===== config.mk =====
export PLATFORM = sky130hd
export DESIGN_NAME = serial_rx_unit
export DESIGN_NICKNAME = d
export VERILOG_FILES = /design/src/rtl/serial_rx_pkg.sv /design/src/rtl/serial_rx_sync.sv /design/src/rtl/serial_rx_framer.sv /design/src/rtl/serial_rx_buffer.sv /design/src/rtl/serial_rx_unit.sv
export SDC_FILE = /design/constraint.sdc
export NUM_CORES = 1
export LEC_CHECK = 0
export BUFFER_PORTS_ARGS = -buffer_cell sky130_fd_sc_hd__buf_2
export CORE_ASPECT_RATIO = 0.75
export CORE_MARGIN = 5
export CORE_UTILIZATION = 25
export DETAILED_ROUTE_END_ITERATION = 8
export PLACE_DENSITY = 0.45
export REMOVE_ABC_BUFFERS = 1
export SYNTH_ARGS = -nofsm -noshare
export SYNTH_HDL_FRONTEND = slang
export SYNTH_SLANG_ARGS = --single-unit

===== constraint.sdc =====
create_clock -name clk -period 1.7 [get_ports clk]
set_clock_uncertainty 0.15 [all_clocks]
set_input_delay 0.425 -clock clk [delete_from_list [all_inputs] [get_ports clk]]
set_output_delay 0.425 -clock clk [all_outputs]
set_load 0.005 [all_outputs]

===== src/rtl/serial_rx_pkg.sv =====
package serial_rx_pkg;
  typedef enum logic [1:0] {
    RX_IDLE  = 2'd0,
    RX_START = 2'd1,
    RX_DATA  = 2'd2,
    RX_STOP  = 2'd3
  } rx_state_t;
endpackage


===== src/rtl/serial_rx_sync.sv =====
module serial_rx_sync #(
  parameter int STAGES = 2
) (
  input  logic clk,
  input  logic rst,
  input  logic rxd,
  output logic rx_s,
  output logic rx_fall
);
  logic [STAGES:0] pipe;

  always_ff @(posedge clk) begin
    if (rst) pipe <= '1;
    else     pipe <= {pipe[STAGES-1:0], rxd};
  end

  assign rx_s    = pipe[STAGES-1];
  assign rx_fall = pipe[STAGES] & ~pipe[STAGES-1];
endmodule


===== src/rtl/serial_rx_framer.sv =====
module serial_rx_framer
  import serial_rx_pkg::*;
#(
  parameter int DATA_W = 8,
  parameter int OVS    = 16
) (
  input  logic              clk,
  input  logic              rst,
  input  logic              en,
  input  logic              short_mode,
  input  logic              tick,
  input  logic              rx_s,
  input  logic              rx_fall,
  output logic              word_valid,
  output logic [DATA_W-1:0] word,
  output logic              stop_bad
);
  localparam int CW   = $clog2(OVS);
  localparam int IDXW = $clog2(DATA_W);
  localparam logic [CW-1:0] HALF_LAST = CW'(OVS / 2 - 1);
  localparam logic [CW-1:0] FULL_LAST = CW'(OVS - 1);

  rx_state_t         state;
  logic [CW-1:0]     cnt;
  logic [IDXW-1:0]   idx;
  logic [DATA_W-1:0] sh;
  logic [IDXW-1:0]   last_idx;
  logic [DATA_W-1:0] packed_word;

  assign last_idx = short_mode ? IDXW'(DATA_W - 2) : IDXW'(DATA_W - 1);

  generate
    if (DATA_W > 1) begin : g_pack
      assign packed_word = short_mode ? {1'b0, sh[DATA_W-1:1]} : sh;
    end else begin : g_pack1
      assign packed_word = sh;
    end
  endgenerate

  always_ff @(posedge clk) begin
    if (rst) begin
      state      <= RX_IDLE;
      cnt        <= '0;
      idx        <= '0;
      sh         <= '0;
      word       <= '0;
      stop_bad   <= 1'b0;
      word_valid <= 1'b0;
    end else begin
      word_valid <= 1'b0;
      if (!en) begin
        state <= RX_IDLE;
      end else begin
        case (state)
          RX_IDLE: begin
            if (rx_fall) begin
              state <= RX_START;
              cnt   <= '0;
            end
          end
          RX_START: begin
            if (tick) begin
              if (cnt == HALF_LAST) begin
                cnt <= '0;
                idx <= '0;
                state <= rx_s ? RX_IDLE : RX_DATA;
              end else begin
                cnt <= cnt + 1'b1;
              end
            end
          end
          RX_DATA: begin
            if (tick) begin
              if (cnt == FULL_LAST) begin
                cnt <= '0;
                sh  <= {rx_s, sh[DATA_W-1:1]};
                idx <= idx + 1'b1;
                if (idx == last_idx) state <= RX_STOP;
              end else begin
                cnt <= cnt + 1'b1;
              end
            end
          end
          RX_STOP: begin
            if (tick) begin
              if (cnt == FULL_LAST) begin
                cnt        <= '0;
                word       <= packed_word;
                stop_bad   <= ~rx_s;
                word_valid <= 1'b1;
                state      <= RX_IDLE;
              end else begin
                cnt <= cnt + 1'b1;
              end
            end
          end
          default: state <= RX_IDLE;
        endcase
      end
    end
  end
endmodule


===== src/rtl/serial_rx_buffer.sv =====
module serial_rx_buffer #(
  parameter int DATA_W = 8
) (
  input  logic              clk,
  input  logic              rst,
  input  logic              en,
  input  logic              word_valid,
  input  logic [DATA_W-1:0] word,
  input  logic              stop_bad,
  input  logic              rd_stb,
  input  logic              err_clr,
  output logic [DATA_W-1:0] rd_data,
  output logic              buf_full,
  output logic              rx_irq,
  output logic              overrun,
  output logic              frame_err
);
  logic load, drop, clr;

  assign load = word_valid & (~buf_full | rd_stb);
  assign drop = word_valid & buf_full & ~rd_stb;
  assign clr  = err_clr | ~en;

  always_ff @(posedge clk) begin
    if (rst) begin
      rd_data   <= '0;
      buf_full  <= 1'b0;
      rx_irq    <= 1'b0;
      overrun   <= 1'b0;
      frame_err <= 1'b0;
    end else begin
      rx_irq    <= load;
      overrun   <= (overrun & ~clr) | drop;
      frame_err <= (frame_err & ~clr) | (word_valid & stop_bad);
      if (load) begin
        rd_data  <= word;
        buf_full <= 1'b1;
      end else if (rd_stb) begin
        buf_full <= 1'b0;
      end
    end
  end
endmodule


===== src/rtl/serial_rx_unit.sv =====
module serial_rx_unit #(
  parameter int DATA_W      = 8,
  parameter int OVS         = 16,
  parameter int SYNC_STAGES = 2
) (
  input  logic              clk,
  input  logic              rst,
  input  logic              rx_en,
  input  logic              len7,
  input  logic              tick,
  input  logic              rxd,
  input  logic              rd_stb,
  input  logic              err_clr,
  output logic [DATA_W-1:0] rd_data,
  output logic              buf_full,
  output logic              rx_irq,
  output logic              overrun,
  output logic              frame_err
);
  logic              rx_s, rx_fall;
  logic              word_valid, stop_bad;
  logic [DATA_W-1:0] word;

  serial_rx_sync #(.STAGES(SYNC_STAGES)) u_sync (
    .clk(clk), .rst(rst), .rxd(rxd), .rx_s(rx_s), .rx_fall(rx_fall)
  );

  serial_rx_framer #(.DATA_W(DATA_W), .OVS(OVS)) u_framer (
    .clk(clk), .rst(rst), .en(rx_en), .short_mode(len7), .tick(tick),
    .rx_s(rx_s), .rx_fall(rx_fall), .word_valid(word_valid),
    .word(word), .stop_bad(stop_bad)
  );

  serial_rx_buffer #(.DATA_W(DATA_W)) u_buf (
    .clk(clk), .rst(rst), .en(rx_en), .word_valid(word_valid), .word(word),
    .stop_bad(stop_bad), .rd_stb(rd_stb), .err_clr(err_clr),
    .rd_data(rd_data), .buf_full(buf_full), .rx_irq(rx_irq),
    .overrun(overrun), .frame_err(frame_err)
  );
endmodule


==> impl_metrics.toml <==
[routing]
viasPerCell = 4.506
route.vias.total = 1451
wl_met3_um = 208
wl_per_cell_um = 12.27
drt-met1-wl_mm = 2.080
top_layer_used = "met4"
finalWirelength_mm = 3.950
drc = 0
drt_pass1_iterations = 4
met2_wirelength_mm = 1.581
drt_iter0_drc = 107
drtAntennaViolNets = 0

[job]
max_cap_viol_count = 0

[timing]
tightest_slew_ns = 0.3756
finalSetupViolCount = 1
min_period_over_period_pct = 104.3
finalCriticalPeriod_ns = 1.774
fmax_mhz = 563.8
worst_slack_ns = -0.07369
slew_violations = 0
fin_setup_tns_ns = -0.07369
hold_violations = 0
rsz0062_at_grt = "yes"
max_slew_margin_pct = 74.96

[logic_synthesis]
synth_compound_area_share_pct = 13.21
synth_area_leaders = "dfxtp_1, mux2i_1, nor2_1"
synthMuxAreaShare_pct = 13.35
synth.avg_cell_area_um2 = 9.322
synth_xor_area_share_pct = 0.4868
synth.most_common_cell = "dfxtp_1"
yosysTopAreaCellShare_pct = 46.73
synth_top_family_by_area = "simple AND/OR/NAND/NOR gates"
async_reset_ff_share_pct = 0
post_synth_num_cell_types = 38
netlist_top_cells_count = "dfxtp_1, nor2_1, mux2i_1"
synthSimpleGateAreaFrac_pct = 21.07
synth_edf_count = 0
ys.warnings.count = 0
synth_area_leader_cell = "dfxtp_1"
syn_area_mm2 = 0.001799
ys.flop_type = "dfxtp_1"
yosysSeqAreaShare_pct = 46.73
synth_fa_ha_area_share_pct = 1.391
synth_cells = 193
ys_ff_latch = 42

[finish]
diodes = 0
syn_to_final_growth_pct = 25.24
nNetsFinal = 233
layout-drive-gt1-share_pct = 25.89
num-fill-cells = 764
final_cells = 322

[worst_setup_path]
worst_path_largest_cell_delay_ns = 0.55
crit_path_start_kind = "flop"
worstPathArrival_ns = 1.82
worstPathMaxFanout = 4
setup.worst_path.class = "reg2reg"
slowest_stage = "or4b_4"
cp_cell_sequence = "or4b_4 -> a21bo_1 -> a211o_1 -> a32o_1"
required_ns = 1.75
reg2reg_slack_ns = -0.07
critical_path.endpoint_type = "flop"

[die]
dieArea_mm2 = 0.009011
coreArea_mm2 = 0.006897
rows = 26
die_w_um = 108.0
ios = 20
start_util_pct = 26.09
fp.dieH_um = 83.47

[run_status]
violations = "setup timing"
status = "finished with violations"

[grt]
grt_use_total_pct = 9.296
grt_pass1_wl_mm = 6.665
antenna_found_initial = 0
grt_start_max_net_pins = 20
grt_pass1_vias = 1334
overflow = 0

[place]
port_buffers = 19
routabilityCongestion = 0.7826
post-dp-hpwl_mm = 2.841
dp.cells = 314

[clocking]
postCtsHoldBufs = 0
cts_tree = "yes"
root_buffer = "clkbuf_8"
clk_pin_slew_ns = 0.09
h-tree-depth = 2
cts-buffers-inserted = 5
cts.sinks = 42
clk_path_buf_depth = 2
insertion_delay_ns = 0.30

[worst_hold_path]
min_path_type = "in2reg"

[power_and_ir_drop]
p_per_area_mw_per_mm2 = 768.6
p_leak_nw = 0.8671
irDropWorstVdd_uv = 270.9
## layout by cell type (no fill, tap or decap), drive strengths merged, types with 2 or more instances in the layout
cell type / n
nand2: 3
mux2i: 24
nand3: 2
nand4b: 4
nor3: 2
or2: 3
a31oi: 3
inv: 6
a22oi: 2
nand2b: 3
a211oi: 7
nand4: 3
dfxtp: 42
ha: 2
nand3b: 3
nor2b: 7
a21oi: 8
clkbuf: 5
and3: 2
o21ai: 6
buf: 35
nor4: 2
nor2: 35
## what timing repair did
action / in CTS / in global routing
setup endpoints to repair: 1 / 17
cloned: 0 / 0
resized for setup: 1 / 7
setup buffers: 0 / 0
pin swaps: 0 / 2
## power breakdown
part	internal, W	switching (W)
clock network	0.000297	0.000379
logic	0.0000287	0.0000399
registers	0.000986	0.00000142
total	0.00131	0.000421
## cell families after synthesis
| group | after synthesis |
|---|---|
| flip-flops | 42 |
| AO/OA/AOI/OAI | 35 |
| adder cells (fa/ha/maj) | 2 |
| buffers and inverters | 17 |
| XOR/XNOR | 1 |
| multiplexers | 24 |
| AND/OR/NAND/NOR | 72 |
## layout make-up
| cell class | count | area [µm²] | area share (%) |
|---|---|---|---|
| Sequential cell | 42 | 842.1 | 37.37 |
| Clock inverter | 3 | 25.02 | 1.110 |
| Tap cell | 98 | 122.6 | 5.441 |
| Clock buffer | 5 | 68.82 | 3.054 |
| Multi-Input combinational cell | 134 | 919.6 | 40.81 |
| Timing Repair Buffer | 35 | 256.5 | 11.38 |
| Inverter | 5 | 18.77 | 0.8329 |
## per-stage QoR
stage | total power, W | setup slack, ns | util, % | hold WS (ns) | instance area (µm²)
2_1_floorplan | 0.001032 | -0.1788 | - | 0.2395 | 1750
6_report | 0.001732 | -0.07369 | 32.67 | 0.1522 | 2253
5_1_grt | 0.001821 | -0.1311 | 32.67 | 0.1429 | 2253
4_1_cts | 0.001768 | -0.07890 | 32.20 | 0.1418 | 2221
3_5_place_dp | 0.001079 | -0.07004 | 30.82 | 0.2555 | 2126
3_3_place_gp | 0.001079 | -0.05331 | 30.82 | 0.2540 | 2126
## critical path: cells and delay by family, from the launching register on
family	cells	cell delay, ns
AND/OR/NAND/NOR	1	0.55
AO/OA/AOI/OAI	3	0.64
flip-flops	1	0.34
## sequential cells by signal, indices dropped and copies added, names as in the netlist, named ones only
register and cells:
u_buf.buf_full 1, u_buf.frame_err 1, u_buf.overrun 1, u_buf.rd_data 8, u_buf.rx_irq 1, u_framer.cnt 4, u_framer.idx 3, u_framer.sh 8
u_framer.state 1, u_framer.stop_bad 1, u_framer.word 8, u_framer.word_valid 1, u_sync.pipe 3
## per-layer routing
metal	track usage [%]	up-vias
met5	0	-
met4	4.817	0
met3	2.475	7
met2	12.30	37
met1	13.50	659
li1	-	748
## final timing paths
check	end	startpoint	cells after the start
hold / removal	u_sync.pipe[0]	rxd	2
setup reg to reg	u_framer.idx[2]	flop	4
setup / recovery	u_framer.idx[2]	flop	4
hold reg to reg	u_sync.pipe[1]	u_sync.pipe[0]	1
Note: power is estimated with default switching activity, not from simulation.
